**src/rtl/rail_fault_mgr.sv**
```systemverilog
module rail_fault_mgr #(
  parameter int T_OCP_SLOW = 6250,
  parameter int T_OCP_FAST = 37,
  parameter int T_UV_BLANK = 625000,
  parameter int T_RDY_FALL = 37,
  parameter int PH_W       = 3,
  parameter int UVM_W      = 10,
  parameter int UVM_RST    = 300
) (
  input  logic             clk,
  input  logic             rst_n,
  input  logic             en,
  input  logic             supply_ok,
  input  logic             soft_start,
  input  logic             low_power,
  input  logic [PH_W-1:0]  phase_cnt,
  input  logic             ocp_slow,
  input  logic             ocp_fast,
  input  logic             ov_rel,
  input  logic             ov_abs,
  input  logic             uv,
  input  logic             uvm_we,
  input  logic [UVM_W-1:0] uvm_din,
  output logic             pwm_off,
  output logic             dac_ramp_dn,
  output logic             rdy,
  output logic [1:0]       fault_code,
  output logic [PH_W-1:0]  ilim_div,
  output logic [UVM_W-1:0] uv_margin
);

  localparam int SW = $clog2(T_OCP_SLOW + 1);
  localparam int FW = $clog2(T_OCP_FAST + 1);
  localparam int UW = $clog2(T_UV_BLANK + 1);
  localparam int RW = $clog2(T_RDY_FALL + 1);
  localparam logic [SW-1:0] SLOW_LAST = SW'(T_OCP_SLOW - 1);
  localparam logic [FW-1:0] FAST_LAST = FW'(T_OCP_FAST - 1);
  localparam logic [UW-1:0] UV_LAST   = UW'(T_UV_BLANK - 1);
  localparam logic [RW-1:0] RDY_LAST  = RW'(T_RDY_FALL - 1);

  logic [SW-1:0] slow_cnt;
  logic [FW-1:0] fast_cnt;
  logic [UW-1:0] uv_cnt;
  logic [RW-1:0] rdy_cnt;
  logic          ocp_lat, ovp_lat, rdy_kill, uv_trip;
  logic [1:0]    code_q;

  wire active    = en & supply_ok;
  wire slow_trip = ocp_slow & (slow_cnt == SLOW_LAST);
  wire fast_trip = ocp_fast & (fast_cnt == FAST_LAST);
  wire ovp_hit   = soft_start ? ov_abs : ov_rel;
  wire uv_live   = uv & ~soft_start;
  wire fault     = ocp_lat | ovp_lat;

  always_ff @(posedge clk or negedge rst_n) begin
    if (!rst_n) begin
      slow_cnt <= '0;
      fast_cnt <= '0;
      ocp_lat  <= 1'b0;
      ovp_lat  <= 1'b0;
      code_q   <= 2'd0;
    end else if (!active) begin
      slow_cnt <= '0;
      fast_cnt <= '0;
      ocp_lat  <= 1'b0;
      ovp_lat  <= 1'b0;
      code_q   <= 2'd0;
    end else begin
      if (!ocp_slow)                slow_cnt <= '0;
      else if (slow_cnt != SLOW_LAST) slow_cnt <= slow_cnt + 1'b1;
      if (!ocp_fast)                fast_cnt <= '0;
      else if (fast_cnt != FAST_LAST) fast_cnt <= fast_cnt + 1'b1;
      ocp_lat <= ocp_lat | slow_trip | fast_trip;
      ovp_lat <= ovp_lat | ovp_hit;
      if (code_q == 2'd0) begin
        if (ovp_hit)        code_q <= 2'd3;
        else if (fast_trip) code_q <= 2'd2;
        else if (slow_trip) code_q <= 2'd1;
      end
    end
  end

  always_ff @(posedge clk or negedge rst_n) begin
    if (!rst_n) begin
      rdy_cnt  <= '0;
      rdy_kill <= 1'b0;
    end else if (!active) begin
      rdy_cnt  <= '0;
      rdy_kill <= 1'b0;
    end else if (fault && !rdy_kill) begin
      if (rdy_cnt == RDY_LAST) rdy_kill <= 1'b1;
      else                     rdy_cnt  <= rdy_cnt + 1'b1;
    end
  end

  always_ff @(posedge clk or negedge rst_n) begin
    if (!rst_n) begin
      uv_cnt  <= '0;
      uv_trip <= 1'b0;
    end else if (!active || !uv_live) begin
      uv_cnt  <= '0;
      uv_trip <= 1'b0;
    end else begin
      if (uv_cnt != UV_LAST) uv_cnt <= uv_cnt + 1'b1;
      if (uv_cnt == UV_LAST) uv_trip <= 1'b1;
    end
  end

  always_ff @(posedge clk or negedge rst_n) begin
    if (!rst_n)      uv_margin <= UVM_W'(UVM_RST);
    else if (uvm_we) uv_margin <= uvm_din;
  end

  assign pwm_off     = ~active | fault;
  assign dac_ramp_dn = active & ovp_lat;
  assign rdy         = active & ~soft_start & ~uv_trip & ~rdy_kill;
  assign fault_code  = code_q;
  assign ilim_div    = low_power ? phase_cnt : PH_W'(1);

endmodule

```
**config.mk**
```make
export PLATFORM = sky130hd
export DESIGN_NAME = rail_fault_mgr
export DESIGN_NICKNAME = d
export VERILOG_FILES = /design/src/rtl/rail_fault_mgr.sv
export SDC_FILE = /design/constraint.sdc
export NUM_CORES = 1
export LEC_CHECK = 0
export ABC_CLOCK_PERIOD_IN_PS = 2800
export BUFFER_PORTS_ARGS = -buffer_cell sky130_fd_sc_hd__buf_2
export CAP_MARGIN = 20
export CORE_MARGIN = 2
export CORE_UTILIZATION = 60
export CTS_BUF_LIST = sky130_fd_sc_hd__clkbuf_4
export CTS_CLUSTER_DIAMETER = 50
export DETAILED_ROUTE_END_ITERATION = 8
export GPL_ROUTABILITY_DRIVEN = 0
export PLACE_DENSITY = 0.83
export SETUP_SLACK_MARGIN = 0.2
export SYNTH_ARGS = -nofsm -noshare
export SYNTH_HDL_FRONTEND = slang
export SYNTH_SLANG_ARGS = --single-unit
```
**constraint.sdc**
```tcl
create_clock -name clk -period 2.8 [get_ports clk]
set_input_delay 0.14 -clock clk [delete_from_list [all_inputs] [get_ports clk]]
set_output_delay 0.14 -clock clk [all_outputs]
set_load 0.05 [all_outputs]
```
; ---- Word level (Yosys, flattened, before mapping)
; Index checks and enable logic that the tools add are counted.
; W data, S select, Z words.
[classes]
addsub = 4
mul = 0
div_mod_pow = 0
order_cmp = 0
n_eq_ne = 14
n_shift = 0
muxes = 25
n_bitwise = 17
n_reduce_logical = 11
[op_table]
columns = operator, n
row1 = $mux W20, 2
row2 = $mux W13, 3
row3 = $mux W6, 6
row4 = $add A20 B1 Y20 const B, 1
row5 = $eq A20 B20 Y1 const B, 1
row6 = $ne A20 B20 Y1 const B, 1
row7 = $add A13 B1 Y13 const B, 1
row8 = $eq A13 B13 Y1 const B, 1
row9 = $ne A13 B13 Y1 const B, 1
row10 = $add A6 B1 Y6 const B, 2
row11 = $eq A6 B6 Y1 const B, 2
row12 = $mux W2, 5
row13 = $and A1 B1 Y1, 8
row14 = $mux W1, 8
row15 = $ne A2 B1 Y1 const B, 3
row16 = $ne A3 B2 Y1 const B, 2
row17 = $ne A6 B6 Y1 const B, 1
row18 = $reduce_and A2 Y1, 3
row19 = $or A1 B1 Y1, 5
row20 = $ne A4 B1 Y1 const B, 1
row21 = $not A1 Y1, 4
row22 = $reduce_bool A2 Y1, 2
row23 = $logic_not A1 Y1, 3
row24 = $mux W3, 1
row25 = other kinds (4), 4
[totals]
register_bits = 61
latchBits = 0
mem_bits_rw = 0
mem_bits_ro = 0
input_bits = 25
out_inout_bits = 18
elab_cells = 81
memories = 0

; ---- Longest topological paths before layout
; Gate-level depths: netlist (run 1).
[logic_depth]
depth_word = 7
ltp_mapped = 7

; ---- Least setup slack after synthesis (run 1)
; No wires, ideal clock.
[synth_path]
path_type = flip-flop to output port
startpoint = reg rdy_kill
endpoint = out rdy
arrival_ps = 1902
required_time_ps = 2660
path_slack_ps = 758
path_stages_with_launch = 2
path_cell_list = dfrtp_1 > nor4_1
[synth_via]
elab_chain_len = 2
[synth_rtl]
columns = element, line_no
row1 = start: declaration, 45  ; logic ocp_lat, ovp_lat, rdy_kill, uv_trip;
row2 = start signal: assignment, 86  ; rdy_kill <= 1'b0;
row3 = start signal: assignment, 89  ; rdy_kill <= 1'b0;
row4 = start signal: assignment, 91  ; if (rdy_cnt == RDY_LAST) rdy_kill <= 1'b1;
row5 = $not A1 Y1, 116  ; assign rdy = active & ~soft_start & ~uv_trip & ~rdy_kill;
row6 = $and A1 B1 Y1, 116
row7 = end: declaration, 26  ; output logic rdy,
; No other way between the ends.

; ---- Final worst setup path (run 1)
[layout_path]
startpoint = reg uv_cnt[0]
endpoint = reg uv_cnt[16]
[layout_via]
elab_chain_len = 3
elab_cells_between_ends = 5
[layout_rtl]
columns = element, line_no
row1 = start: declaration, 43  ; logic [UW-1:0] uv_cnt;
row2 = start signal: assignment, 104  ; if (uv_cnt != UV_LAST) uv_cnt <= uv_cnt + 1'b1;
row3 = $add A20 B1 Y20, 104
row4 = $mux W20, 104
row5 = $mux W20, 100  ; end else if (!active || !uv_live) begin
; Several ways; a longest one is shown, not always the timed one. The select of a mux whose other input is x is not followed.
; A chain may end at the register's enable or synchronous reset.

==> impl_summary.md, run 1 <==
Routing
The via density per instance is 5.59. In this run, the number of DRC markers left after iteration 0 of detailed routing was about 160. The count of unresolved DRC violations after routing is 0.

The count of nets left with antenna violations once routing finished came out at 0. The routed via count is 2482. The total routed wirelength is around 6.3 mm. Dividing the detail-routed wire length by the instance count gives 14.3 um. The first detailed-routing pass took 4 iterations.

Yosys
Synthesis produced roughly 310 cells. The share of flip-flops with an asynchronous set or reset is 100%. dfrtp_1 takes more of the synthesized area than any other cell. During synthesis, Yosys emitted a total of 0 warnings. After synthesis, the largest area contributor takes up 46.0% of total cell area.

The sequential-to-total area share from yosys stat is 49.4%. The most frequently used cell type in the post-synthesis netlist is dfrtp_1. The most used flip-flop cell after synthesis is dfrtp_1.

Sorting the synthesized cells by area gives the leading types as dfrtp_1 46%, mux2_2 4.0%, nor2_1 3.8%. In the synthesized netlist, the cells that appear most often are 57 x dfrtp_1, 31 x nor2_1, 29 x nand2_1. The total of flip-flops plus latches after synthesis is 61. The unique cell type count in the Yosys netlist is between 40 and 50. The number of nets handed over by synthesis was 341. In this run the mean area of a mapped cell was between 10 and 15 um^2. In this run, synthesis inferred 0 flip-flops with an integrated enable. Summing every instance area after synthesis gives just over 3000 um^2.

GRT
Entering global routing, the biggest net connects approximately 50 pins. Global routing consumed, on the met1 layer, between 30 and 40% of the routing resources. The overflow left after global routing is 0. The initial antenna violation count is 0. The met3 track demand over resource in global routing is under 10%. Global routing used approximately a quarter of the available tracks across all layers.

In the global route stage, met2 resource usage came out at between 30% and 40%. The via count of the first global-routing pass is between 2k and 2.5k. met2 is the most crowded layer.

The first global-routing pass estimated ~11 mm of wire.

Critical path
The sort of element at the end of the critical path is a flip-flop. The largest incremental delay on the critical path is 0.56 ns. The type of the worst setup path is flip-flop to flip-flop. The critical path goes through ha_1, nand2_2, or4_4, or4_1, nand2_1.

The peak fanout along the critical path is 6. The required time of the critical path is 3.14 ns. The most critical setup path has its startpoint at uv_cnt[0].

The worst register-to-register path has a setup slack of between 0.8 and 0.9 ns. For the worst setup path, the data arrival time is between 2 and 2.5 ns. The kind of launch point of the worst setup path is a flip-flop. The master of the slowest instance on the critical path is or4_4. The launching point of the worst reg2reg path is uv_cnt[0].

Power
The share of total power dissipated in sequential elements is 48.1%. The power share of the clock group is 41.5%. The maximum ir drop on the vdd rail is between 400 and 500 uV. The fraction of power spent switching nets is between 20 and 30%. In this run, the combinational gates consume roughly a tenth of the power. For this design the static power due to leakage is 1.57 nW. The power per cell area is 516 nW/um^2. Cell internal power was estimated by the tool at 0.00141 W. Power comes to 0.00190 W. For this design the total switching power over the nets is approximately 0.00049 W.

STA
In this run the tightest slew margin relative to its limit is between 50 and 60%. The number of setup violations in the final report is 0. For this run, the top clock speed supported by timing is slightly above 500 MHz. At the pin with the least slew margin, the transition time is approximately 0.70 ns. Clock skew on the completed layout was measured at between 0.01 and 0.015 ns. The setup TNS is 0 ns. The worst path in the final design needs a cycle of between 1.5 and 2 ns, including I/O delays and setup.

The final count of hold timing violations came to 0. Setup repair after global routing left no endpoint under its margin. The number of max-slew violations in the final report is 0.

In the finished design, the share of the clock period the worst path needs comes to between 60% and 70%.

CTS
The clock transition time at the flip-flop clock pins of the worst setup and hold paths is between 0.1 and 0.15 ns. The later-pin clock latency in the skew report is 0.40 ns. The clock passes through at most 2 buffers.

The maximum level of the CTS H-tree is 3. The number of buffers created by CTS is 9. The clock root buffer is clkbuf_4. TritonCTS built the clock tree. Post-CTS timing repair inserted 0 buffers for setup.

The clock net in this run drives a total of 61 sinks.

Place
The count of buffers from port buffering is between 40 and 50. The HPWL after detailed placement is about 4.2 mm.

Floorplanning
The full die area is ~5800 um^2. The die is around 76 um wide. After floorplanning, the core was sized to cover just over 5000 um^2. The I/O pin count is between 40 and 50. The initial utilization of the core area, before any placement, comes to between 60% and 70%. The floorplan has 26 rows. From bottom edge to top edge, the die measures around 76 um.

Min path
The start point of the worst hold path is ocp_fast. The min-delay analysis places its worst path in the category input pin to flip-flop.

Status
The flow ran to the end, and the final reports show no timing, DRC or antenna violations.

Cells and area
The number of diodes is 0. The post-route netlist has ~23% of its cells at a drive strength greater than 1. Fill cells in the final layout number ~370.

The layout overhead on the synthesized area is 18.7%. The net count of the finished layout is around 400.

Flow run
Max-cap violations in this run came to 0.
-- path summary, 6_finish.rpt --
check | endpoint | depth (start not counted)
min | fast_cnt[2] | 3
max | uv_cnt[16] | 5
max reg2reg | uv_cnt[16] | 5
min in group asynchronous | fast_cnt[5] | 2
max in group asynchronous | uv_trip | 3
min reg2reg | fault_code[0] | 1
-- repair_timing --
item	4_1_cts	5_1_grt
gates resized for setup	0	0
hold endpoints to repair	23	0
hold buffers	11	0
endpoints found under the setup margin	0	0
-- worst max-delay path: cells and delay by family (launching register included) --
| kind | cells | cell delay [ns] |
|---|---|---|
| AND/OR/NAND/NOR | 4 | 1.22 |
| flip-flops | 1 | 0.40 |
| adder cells (fa/ha/maj) | 1 | 0.25 |
-- cell families (layout without fill, tap and decap cells) --
| group | after synthesis | in the layout | synth area share (%) |
|---|---|---|---|
| compound gates | 41 | 41 | 7.83 |
| xor+xnor | 23 | 23 | 6.49 |
| fa+ha+maj | 7 | 7 | 2.82 |
| buf+inv | 17 | 82 | 2.22 |
| flops | 61 | 61 | 49.4 |
| mux | 15 | 15 | 5.28 |
| simple gates | 145 | 145 | 26.0 |
-- cell type report --
| cell class | count | area (um^2) | area share [%] |
|---|---|---|---|
| Clock inverter | 7 | 114 | 3.09 |
| Multi-Input combinational cell | 231 | 1500 | 40.8 |
| Clock buffer | 9 | 67.6 | 1.83 |
| Sequential cell | 61 | 1530 | 41.6 |
| Timing Repair Buffer | 56 | 343 | 9.31 |
| Tap cell | 70 | 87.6 | 2.38 |
| Inverter | 10 | 37.5 | 1.02 |
-- per-layer routing --
metal / wire (um) / vias up / share of wire [%]
li1: - / 1222 / -
met2: 3120 / 60 / 49
met3: 258 / 11 / 4.1
met4: 119 / 0 / 1.9
met5: 0 / - / 0
met1: 2840 / 1189 / 45
-- metrics by stage --
step                util [%]  instance area [um^2]  setup WS (ns)  hold slack (ns)  std cells
finish                  73.0                  3680          0.870           0.0244        444
global route            73.0                  3680          0.763           0.0273        444
CTS                     73.0                  3680          0.884           0.0114        444
detailed placement      67.2                  3390          0.914           0.0545        417
global placement        67.2                  3390          0.964           0.0484        417
floorplan                  -                  3100          0.758           -0.156        309
-- state kept, by name, indices dropped and copies added, names as in the netlist --
register	count
rdy_kill	1
ocp_lat	1
slow_cnt	13
fast_cnt	6
uv_margin	10
fault_code	2
rdy_cnt	6
uv_trip	1
uv_cnt	20
ovp_lat	1
-- power groups by stage --
| stage | Clock [W] | Combinational (W) | Sequential [W] |
|---|---|---|---|
| floorplan | 0 | 0.0000614 | 0.000991 |
| global placement | 0 | 0.000183 | 0.000931 |
| detailed placement | 0 | 0.000186 | 0.000932 |
| CTS | 0.000798 | 0.000198 | 0.000915 |
| global route | 0.000832 | 0.000212 | 0.000918 |
| finish | 0.000790 | 0.000197 | 0.000915 |
-- layout by cell type (no fill, tap or decap), types with 9 or more instances in the layout --
| master | n |
|---|---|
| mux2_2 | 11 |
| nor2_1 | 31 |
| buf_2 | 42 |
| clkbuf_4 | 9 |
| a21oi_1 | 18 |
| dfrtp_1 | 57 |
| nand2_1 | 29 |
| o21ai_0 | 10 |
| dlygate4sd3_1 | 11 |
| xor2_1 | 13 |
| xnor2_1 | 10 |
| inv_1 | 10 |
| nand3_1 | 21 |
Note: power is estimated with default switching activity, not from simulation.
==> run 2, diff against run 1 <==
--- a/config.mk
+++ b/config.mk
@@ -5,16 +5,16 @@
 export SDC_FILE = /design/constraint.sdc
 export NUM_CORES = 1
 export LEC_CHECK = 0
-export ABC_CLOCK_PERIOD_IN_PS = 2800
+export ABC_CLOCK_PERIOD_IN_PS = 1800
 export BUFFER_PORTS_ARGS = -buffer_cell sky130_fd_sc_hd__buf_2
 export CAP_MARGIN = 20
 export CORE_MARGIN = 2
-export CORE_UTILIZATION = 60
+export CORE_UTILIZATION = 59
 export CTS_BUF_LIST = sky130_fd_sc_hd__clkbuf_4
 export CTS_CLUSTER_DIAMETER = 50
 export DETAILED_ROUTE_END_ITERATION = 8
 export GPL_ROUTABILITY_DRIVEN = 0
-export PLACE_DENSITY = 0.83
+export PLACE_DENSITY = 0.82
 export SETUP_SLACK_MARGIN = 0.2
 export SYNTH_ARGS = -nofsm -noshare
 export SYNTH_HDL_FRONTEND = slang
==> constraint.sdc (replaced) <==
create_clock -name clk -period 1.8 [get_ports clk]
set_input_delay 0.09 -clock clk [delete_from_list [all_inputs] [get_ports clk]]
set_output_delay 0.09 -clock clk [all_outputs]
set_load 0.05 [all_outputs]
==> impl_summary.md, run 2 (synthesis gave the netlist of run 1 again) <==
Status
The flow ran to the end, and the final reports show no timing, DRC or antenna violations.

Place
In this run the tool buffered the top-level ports with 42 buffer cells. Including well taps, the total number of placed cells is around 430. The placed standard-cell area is 3480 um^2. The total half-perimeter wirelength after legalization and detailed placement is ~4.4 mm. Before CTS, the worst setup slack after placement is between 0.1 and 0.15 ns.

STA
The final count of hold timing violations came to 0. For this run, the top clock speed supported by timing is between 500 and 600 MHz. The worst slew slack as a fraction of its limit is approximately 65%. The worst path meets setup with approximately 0.057 ns of slack. Of the available clock period, the critical path in the final layout requires 96.8%.

The worst path in the final design needs a cycle of 1.74 ns, including I/O delays and setup. Clock skew on the completed layout was measured at about 0.014 ns. The setup TNS is 0 ns. Setup repair after global routing could not meet its margin everywhere. Setup violations remaining at the end of the flow were counted as 0. The number of max-slew violations in the final report came to 0. The slew at the pin closest to its max-slew limit is ~0.52 ns.

Routing
The detail-routed net length per standard cell is about 17 um. The count of TritonRoute iterations in the first routing pass is 5. The final antenna-violating net count is 0. For this run, design rule violations remaining after detail routing come to 0. The final route contains 2803 vias. The via density per instance is about 5.8. For this block, the initial DRC count from the detailed router was 234. The total routed wirelength is between 7 and 8 mm.

Power
In this run the power spent charging and discharging nets is about 0.00077 W. The relative contribution of sequential cells to total power is a little under half. The internal portion of total power is 0.00221 W.

The share of total power dissipated in combinational logic is between 10 and 15%. The clock network accounts for 41.2% of the total power. The power per cell area is between 700 and 800 nW/um^2.

For this design the static power due to leakage is around 1.8 nW. Net switching is between 20% and 30% of the power. The maximum ir drop on the vdd rail is between 500 and 600 uV.

Critical path
In this run the critical register-to-register path is launched from slow_cnt[9]. STA puts the critical path data required time at 2.11 ns. The worst setup path startpoint is slow_cnt[9]. In this design, the largest share of critical-path delay is due to simple AND/OR/NAND/NOR gates.

The critical path buffer and inverter count is 0. On the worst path, the slowest cell contributes a delay of ~0.56 ns. STA classifies the critical path endpoint as a flip-flop. The kind of launch point of the worst setup path is a flip-flop.

STA puts the critical path data arrival time at between 2 and 2.5 ns. Along the worst path, the maximum fanout reaches 8. The worst setup path is of the flip-flop to flip-flop kind. Among all stages on the critical path, the largest delay is contributed by or4b_4.

Walking the worst path, the cells encountered are or4b_4, nor4_4, or2_4, o21ai_1.

Flow run
Max-cap violations in this run came to 0.

CTS
The CTS tree is yes. The number of buffers created by CTS is 9. The H-tree was split into 3 levels. Clock tree synthesis found a total of between 60 and 70 sinks.

Clock-pin slew was measured on the worst setup and hold paths at around 0.11 ns. The maximum root-to-sink buffer count is 2. The later-pin clock latency in the skew report is just over 0.4 ns. The clock root buffer is clkbuf_4.

Cells and area
The most flop-heavy register is uv_cnt. The area growth from synthesis to layout is 32.5%. The top cell types in the final layout, fill and taps aside, are 53 x dfrtp_1, 42 x buf_2, 38 x buf_4, 28 x nor2_1, 27 x nand2_1. The net total in the final layout is approximately 440. In the final layout, the registers with the most flip-flops are uv_cnt: 20 flops, slow_cnt: 13 flops, uv_margin: 10 flops. The number of diodes is 0. The final core utilization is between 80% and 90%. The number of cells in the finished layout apart from fillers is between 400 and 500. The most frequent standard cell in the layout excluding fill and tap cells is dfrtp_1. The share of final-layout standard cells stronger than drive strength 1 is between 30% and 40%. The final instance area is between 4000 and 5000 um^2. The number of flip-flops in the largest register is 20.

Floorplanning
The full die area is around 5900 um^2. In this run the count of I/O pins placed on the die edge is 43. The die is between 70 and 80 um tall. Measured along the x axis, the die boundary spans 76.5 um. Once the floorplan was initialized, standard cells occupied ~61% of the core. The placeable core area is 5070 um^2. The floorplan row count is 26.

GRT
Global routing finished with a remaining overflow of 0. The via count of the first global-routing pass is around 2.6k. For this run, the total global-route usage over all layers was measured as 25.4%. The maximum number of pins on one net before global-route repair is 25. The initial antenna violation count was 0. The first-pass GRT wire length is around 12 mm.

Min path
The worst hold path begins at ocp_slow. In this run the worst hold path is classified as input pin to flip-flop.
run 2: cell count changes in the layout (fill, tap and decap cells not counted), moves of 4 or more:
cell / change
ha_1: -4
nand3_1: -4
nand3_2: +4
buf_4: +35
dfrtp_1: -4
o21ai_0: -5
dfrtp_2: +4
run 2: layout make-up:
class                   instances  area (um^2)
multi-input cells             231         1650
fillers                       326          965
repair buffers                 92          616
flip-flops and latches         61         1540
inverters                      10         37.5
clock inverters                 7          114
clock buffers                   9         67.6
well taps                      70         87.6
run 2: path summary, 6_finish.rpt:
kind                                      end  cells past startpoint  slack (ns)
worst max-delay path              slow_cnt[6]                      4        0.06
worst min-delay path              slow_cnt[1]                      3        0.06
worst min register to register  fault_code[0]                      1        0.49
min in group asynchronous         slow_cnt[3]                      2        0.18
worst max register to register    slow_cnt[6]                      4        0.06
max in group asynchronous           uv_cnt[2]                      3        0.92
run 2: layer usage:
layer / track usage [%] / wire length, um / vias up
met1: 32.0 / 3250 / 1340
met4: 13.5 / 260 / 0
li1: - / - / 1290
met5: 0 / 0 / -
met2: 41.7 / 3970 / 147
met3: 4.86 / 490 / 26
run 2: power by group through the flow:
stage               Combinational (W)  Clock, W  Sequential, W
CTS                          0.000319   0.00122        0.00142
floorplan                   0.0000972         0        0.00154
detailed placement           0.000297         0        0.00145
finish                       0.000325   0.00123        0.00142
global route                 0.000350   0.00130        0.00143
global placement             0.000292         0        0.00145
run 2: repair_timing:
item / in CTS / in global routing
hold buffers: 12 / 0
resized for setup: 10 / 31
pin swaps: 12 / 13
hold endpoints to repair: 38 / 0
endpoints found under the setup margin: 20 / 25
setup buffers: 14 / 12
run 2: worst reg2reg max path, delay by kind of cell, from the launching register on:
kind	cells	cell delay, ns
simple gates	3	1.14
compound gates	1	0.07
flops	1	0.42
run 2: per-stage QoR:
step / power [W] / hold WS, ns
finish: 0.00298 / 0.0616
floorplan: 0.00164 / -0.206
global route: 0.00308 / 0.0576
detailed placement: 0.00175 / 0.0915
global placement: 0.00174 / 0.0930
CTS: 0.00297 / 0.0278
